==> src/rtl/bank_sel_pkg.sv <==
package bank_sel_pkg;

  // Action codes carried in the two top bits of a write
  typedef enum logic [1:0] {
    ACT_DIRECT_A = 2'b00,
    ACT_DIRECT_B = 2'b01,
    ACT_SAVE     = 2'b10,
    ACT_LOAD     = 2'b11
  } bank_act_e;

  function automatic bank_act_e act_of(input logic [1:0] code);
    return bank_act_e'(code);
  endfunction

endpackage

==> src/rtl/bank_sel_decode.sv <==
module bank_sel_decode
  import bank_sel_pkg::*;
#(
  parameter int DATA_W = 8,
  parameter int IDX_W  = 2,
  parameter int PAGE_W = 3
) (
  input  logic              clk,
  input  logic              rst_n,
  input  logic              wr_en,
  input  logic [DATA_W-1:0] wr_data,
  output logic              dir_en,
  output logic              save_en,
  output logic              load_en,
  output logic [IDX_W-1:0]  cmd_idx,
  output logic [PAGE_W-1:0] cmd_page
);
  localparam int ACT_LSB = DATA_W - 2;
  localparam int IDX_LSB = ACT_LSB - IDX_W;

  bank_act_e act;

  always_comb begin
    act      = act_of(wr_data[DATA_W-1:ACT_LSB]);
    cmd_idx  = wr_data[IDX_LSB +: IDX_W];
    cmd_page = wr_data[PAGE_W-1:0];
    dir_en   = 1'b0;
    save_en  = 1'b0;
    load_en  = 1'b0;
    if (wr_en) begin
      unique case (act)
        ACT_DIRECT_A, ACT_DIRECT_B: dir_en  = 1'b1;
        ACT_SAVE:                   save_en = 1'b1;
        ACT_LOAD:                   load_en = 1'b1;
        default:                    dir_en  = 1'b0;
      endcase
    end
  end

  // a write selects exactly one action, none without a write
  assert_one_action_R2: assert property (@(posedge clk) disable iff (!rst_n)
    $countones({dir_en, save_en, load_en}) == (wr_en ? 1 : 0));

endmodule

==> src/rtl/bank_sel_slots.sv <==
module bank_sel_slots #(
  parameter int IDX_W  = 2,
  parameter int PAGE_W = 3
) (
  input  logic              clk,
  input  logic              rst_n,
  input  logic              save_en,
  input  logic [IDX_W-1:0]  sel_idx,
  input  logic [PAGE_W-1:0] save_val,
  output logic [PAGE_W-1:0] slot_val
);
  localparam int NUM_SLOTS = 1 << IDX_W;

  logic [PAGE_W-1:0] slot_q [NUM_SLOTS];

  for (genvar g = 0; g < NUM_SLOTS; g++) begin : g_slot
    always_ff @(posedge clk) begin
      if (!rst_n) begin
        slot_q[g] <= '0;
      end else if (save_en && (sel_idx == IDX_W'(g))) begin
        slot_q[g] <= save_val;
      end
    end

    // a slot changes only through a save aimed at it
    assert_slot_hold_R6: assert property (@(posedge clk) disable iff (!rst_n)
      !(save_en && (sel_idx == IDX_W'(g))) |=> $stable(slot_q[g]));
  end

  assign slot_val = slot_q[sel_idx];

  // the saved page lands in the addressed slot
  assert_save_store_R3: assert property (@(posedge clk) disable iff (!rst_n)
    save_en |=> slot_q[$past(sel_idx)] == $past(save_val));

endmodule

==> src/rtl/bank_sel_page.sv <==
module bank_sel_page #(
  parameter int IDX_W  = 2,
  parameter int PAGE_W = 3
) (
  input  logic              clk,
  input  logic              rst_n,
  input  logic              wr_en,
  input  logic              dir_en,
  input  logic              save_en,
  input  logic              load_en,
  input  logic [IDX_W-1:0]  cmd_idx,
  input  logic [PAGE_W-1:0] cmd_page,
  input  logic [PAGE_W-1:0] slot_val,
  output logic [PAGE_W-1:0] page_q,
  output logic [IDX_W-1:0]  idx_q
);
  logic [PAGE_W-1:0] page_d;

  always_comb begin
    page_d = page_q;
    if (dir_en || save_en) begin
      page_d = cmd_page;
    end else if (load_en) begin
      page_d = slot_val;
    end
  end

  always_ff @(posedge clk) begin
    if (!rst_n) begin
      page_q <= '0;
      idx_q  <= '0;
    end else begin
      page_q <= page_d;
      if (wr_en) begin
        idx_q <= cmd_idx;
      end
    end
  end

  // direct and save writes take the written page
  assert_page_take_R2: assert property (@(posedge clk) disable iff (!rst_n)
    (dir_en || save_en) |=> page_q == $past(cmd_page));

  // a restore takes the slot contents
  assert_page_load_R4: assert property (@(posedge clk) disable iff (!rst_n)
    load_en |=> page_q == $past(slot_val));

  // idle cycles hold page and slot number
  assert_idle_hold_R6: assert property (@(posedge clk) disable iff (!rst_n)
    !wr_en |=> ($stable(page_q) && $stable(idx_q)));

endmodule

==> src/rtl/bank_sel_reg.sv <==
module bank_sel_reg #(
  parameter int DATA_W = 8,
  parameter int IDX_W  = 2,
  parameter int PAGE_W = 3
) (
  input  logic              clk,
  input  logic              rst_n,
  input  logic              wr_en,
  input  logic [DATA_W-1:0] wr_data,
  output logic [DATA_W-1:0] rd_data,
  output logic [PAGE_W-1:0] page_o
);
  localparam int ACT_LSB = DATA_W - 2;
  localparam int IDX_LSB = ACT_LSB - IDX_W;

  logic              dir_en, save_en, load_en;
  logic [IDX_W-1:0]  cmd_idx, idx_q;
  logic [PAGE_W-1:0] cmd_page, slot_val, page_q;

  bank_sel_decode #(.DATA_W(DATA_W), .IDX_W(IDX_W), .PAGE_W(PAGE_W)) u_decode (
    .clk      (clk),
    .rst_n    (rst_n),
    .wr_en    (wr_en),
    .wr_data  (wr_data),
    .dir_en   (dir_en),
    .save_en  (save_en),
    .load_en  (load_en),
    .cmd_idx  (cmd_idx),
    .cmd_page (cmd_page)
  );

  bank_sel_slots #(.IDX_W(IDX_W), .PAGE_W(PAGE_W)) u_slots (
    .clk      (clk),
    .rst_n    (rst_n),
    .save_en  (save_en),
    .sel_idx  (cmd_idx),
    .save_val (page_q),
    .slot_val (slot_val)
  );

  bank_sel_page #(.IDX_W(IDX_W), .PAGE_W(PAGE_W)) u_page (
    .clk      (clk),
    .rst_n    (rst_n),
    .wr_en    (wr_en),
    .dir_en   (dir_en),
    .save_en  (save_en),
    .load_en  (load_en),
    .cmd_idx  (cmd_idx),
    .cmd_page (cmd_page),
    .slot_val (slot_val),
    .page_q   (page_q),
    .idx_q    (idx_q)
  );

  always_comb begin
    rd_data                      = '0;
    rd_data[IDX_LSB +: IDX_W]    = idx_q;
    rd_data[PAGE_W-1:0]          = page_q;
  end

  assign page_o = page_q;

  // the read byte mirrors the page output and hides the action code
  assert_read_view_R5: assert property (@(posedge clk) disable iff (!rst_n)
    (rd_data[PAGE_W-1:0] == page_o) && (rd_data[DATA_W-1:ACT_LSB] == 2'b00));

  // save then restore of the same slot returns the saved page
  assert_save_then_load_R7: assert property (@(posedge clk) disable iff (!rst_n)
    ($past(save_en) && load_en && (cmd_idx == $past(cmd_idx)))
      |=> page_o == $past(page_o, 2));

endmodule

==> config.mk <==
export PLATFORM = sky130hd
export DESIGN_NAME = bank_sel_reg
export DESIGN_NICKNAME = d
export VERILOG_FILES = /design/src/rtl/bank_sel_pkg.sv /design/src/rtl/bank_sel_decode.sv /design/src/rtl/bank_sel_slots.sv /design/src/rtl/bank_sel_page.sv /design/src/rtl/bank_sel_reg.sv
export SDC_FILE = /design/constraint.sdc
export NUM_CORES = 1
export LEC_CHECK = 0
export BUFFER_PORTS_ARGS = -buffer_cell sky130_fd_sc_hd__clkbuf_2
export CAP_MARGIN = 20
export CORE_UTILIZATION = 43
export DETAILED_ROUTE_END_ITERATION = 6
export PLACE_DENSITY = 0.68
export SLEW_MARGIN = 40
export SYNTH_ARGS = -nofsm -noshare
export SYNTH_HDL_FRONTEND = slang
export SYNTH_SLANG_ARGS = --single-unit
==> constraint.sdc <==
create_clock -name clk -period 1.85 [get_ports clk]
set_clock_uncertainty 0.2 [all_clocks]
set_input_delay 0.0925 -clock clk [delete_from_list [all_inputs] [get_ports clk]]
set_output_delay 0.0925 -clock clk [all_outputs]
set_load 0.05 [all_outputs]
==> results.sh <==
export IMPL_fill_cells=170
export IMPL_crit_type="primary input to flip-flop"
export IMPL_setup_tns_ns=0
export IMPL_rows=15
export IMPL_grt_setup_unrepaired="no"
export IMPL_grt_first_pass_wirelength_mm=2.47
export IMPL_setup_worst_path_end_class="flip-flop"
export IMPL_cp_max_fo=12
export IMPL_core_mm2=0.00182
export IMPL_period_needed_ns=1.59
export IMPL_muxShareOfSynthArea=0.101
export IMPL_grt_overflow=0
export IMPL_cap_violations=0
export IMPL_cts_buffer_depth=2
export IMPL_ioPinCount=22
export IMPL_final_layout_size_suffix_gt1_frac=0.302
export IMPL_critPathArrivalTime_ns=1.34
export IMPL_grt_pass1_vias=555
export IMPL_drt_pass1_iter_count=4
export IMPL_yosysUniqueCellTypes=23
export IMPL_clock_fmax_ghz=0.630
export IMPL_syn_inst=75
export IMPL_drt_initial_drc_count=14
export IMPL_die_h_um=47.1
export IMPL_port_buffers=17
export IMPL_grt_antenna_before_repair=0
export IMPL_clockRootBuffer="clkbuf_4"
export IMPL_synth_top_family_by_area="simple AND/OR/NAND/NOR gates"
export IMPL_worstHoldEndpoint="u_page.page_q[2]"
export IMPL_ir_drop_mv=0.439
export IMPL_dieWidth_um=47.1
export IMPL_synthArstFlopShare=0
export IMPL_routed_via_density=5.04
export IMPL_worstReg2RegEnd="u_page.page_q[0]"
export IMPL_setup_violations=0
export IMPL_grt_max_degree=13
export IMPL_grt_use_total=0.169
export IMPL_timing_rr_start="u_slots.slot_q[1][0]"
export IMPL_hold_viol=0
export IMPL_wirelength_mm=1.58
export IMPL_synth_area_leader_cell="edfxtp_1"
export IMPL_synth_compound_area_frac=0.100
export IMPL_p_leak_nw=0.425
export IMPL_min_delay_start="wr_data[7]"
export IMPL_synth_edf_count=12
export IMPL_status="completed"
export IMPL_synth_adder_area_share=0
export IMPL_holdBufCountCts=6
export IMPL_yosys_area_top_type_share=0.411
export IMPL_ff2ff_setup_slack_ns=0.36
export IMPL_startpoint_type="primary input"
export IMPL_die_area_mm2=0.00222
export IMPL_post_route_drc_count=0
export IMPL_clkTransAtPathRegs_ns=0.09
export IMPL_min_path_cells=4
export IMPL_synth_xor_area_frac=0
export IMPL_synth_commonest_cells="and2_1 (12), edfxtp_1 (12), o21ai_0 (7)"
export IMPL_synth_seq_area_share=0.526
export IMPL_cts_tree="yes"
export IMPL_cts_max_level=1
export IMPL_clock_sinks=17
export IMPL_dp_hpwl_mm=1.20
export IMPL_wl_per_cell_um=13.1
export IMPL_synth_seq_cells=17
export IMPL_worst_ep_required_time_ns=1.60
export IMPL_dpl_instance_area_um2=936
export IMPL_start_util=0.481
export IMPL_synth_area_leaders="edfxtp_1 (41%), dfxtp_1 (11%), and2_1 (8.6%)"
export IMPL_post_cts_setup_buffers=0
export IMPL_netlist_area_um2=876
export IMPL_antennaDiodeCount=0
export IMPL_slew_viol_final=0
export IMPL_finalWorstSetupSlack_ns=0.264
export IMPL_final_nets=108
export IMPL_hold_path_class="primary input to flip-flop"
export IMPL_avgSynthCellArea_um2=11.7
export IMPL_period_share=0.857
export IMPL_gp_congestion=0.773
export IMPL_cts_made_buffers=3
export IMPL_final_cell_area_mm2=0.00102
export IMPL_clk_latency_ns=0.29
export IMPL_synthFlopType="edfxtp_1"
export IMPL_place_ws_ns=0.261
export IMPL_synthSimpleGateAreaFrac=0.187
export IMPL_yosysWarnings=0
export IMPL_vias=610
export IMPL_postCtsResizedCells=0
export IMPL_final_antenna_net_count=0
export IMPL_reg2reg_depth=3
export IMPL_utilization=0.562
export IMPL_syn_to_final_growth_pct=16.7
export IMPL_p_per_area_mw_per_mm2=761
## cell usage in the layout (no fill, tap or decap), types with 2 or more instances in the layout
cell / instances
nand3b_1: 2
and2_1: 12
conb_1: 3
a21oi_1: 3
mux2_2: 3
edfxtp_1: 12
mux2_4: 3
nand2_1: 2
o21ai_0: 7
a222oi_1: 3
nand2b_1: 2
dfxtp_1: 5
clkbuf_2: 17
nor2_1: 4
dlygate4sd3_1: 6
clkbuf_4: 3
## critical path, cell delays in order
cell and delay [ns]:
dlygate4sd3_1 0.52, clkbuf_2 0.22, nand2_1 0.11, o21ai_0 0.38
## worst max-delay path by stage
stage          slack (ns)              endpoint  depth (start not counted)  startpoint
2_1_floorplan        0.38  u_slots.slot_q[0][0]                          3  wr_data[4]
3_3_place_gp         0.26  u_slots.slot_q[2][2]                          3  wr_data[4]
3_5_place_dp         0.26  u_slots.slot_q[0][2]                          3  wr_data[4]
4_1_cts              0.25  u_slots.slot_q[3][1]                          4       wr_en
5_1_grt              0.18  u_slots.slot_q[2][0]                          4       wr_en
6_report             0.26  u_slots.slot_q[2][1]                          4       wr_en
## sequential cells by signal, indices dropped and copies added, names as in the netlist
name            flops
u_page.page_q       3
u_slots.slot_q     12
u_page.idx_q        2
## where the power goes
group / total [W] / switching (W) / internal (W)
Clock: 0.000195 / 0.000111 / 0.0000839
Combinational: 0.000147 / 0.0000970 / 0.0000497
Sequential: 0.000436 / 0.0000122 / 0.000424
## stage by stage
stage	std cells	power [W]	hold WS (ns)
final	121	0.000778	0.119
after floorplan	77	0.000559	0.0663
after global routing	121	0.000813	0.138
after CTS	121	0.000780	0.117
after global placement	111	0.000580	0.233
after detailed placement	111	0.000582	0.240
## routing by layer
layer	up-vias	wire, µm	global-route usage	part of all wire
met4	0	16	0.0514	0.010
met3	3	70	0.0462	0.044
met2	24	736	0.258	0.46
met1	277	759	0.236	0.48
li1	306	-	-	-
met5	-	0	0	0
## kinds of logic (layout without fill, tap and decap cells)
family,Yosys count,count (layout)
compound gates,14,14
buf+inv,9,28
flops,17,17
mux,7,7
other cells,1,3
simple gates,27,27
## area by class of cell
class | instances | area, µm² | share of cell area
well taps | 25 | 31.3 | 0.0306
clock buffers | 4 | 26.3 | 0.0257
repair buffers | 24 | 153 | 0.149
multi-input cells | 51 | 352 | 0.344
flip-flops and latches | 17 | 460 | 0.450
Power figures use the tool's default switching activity.
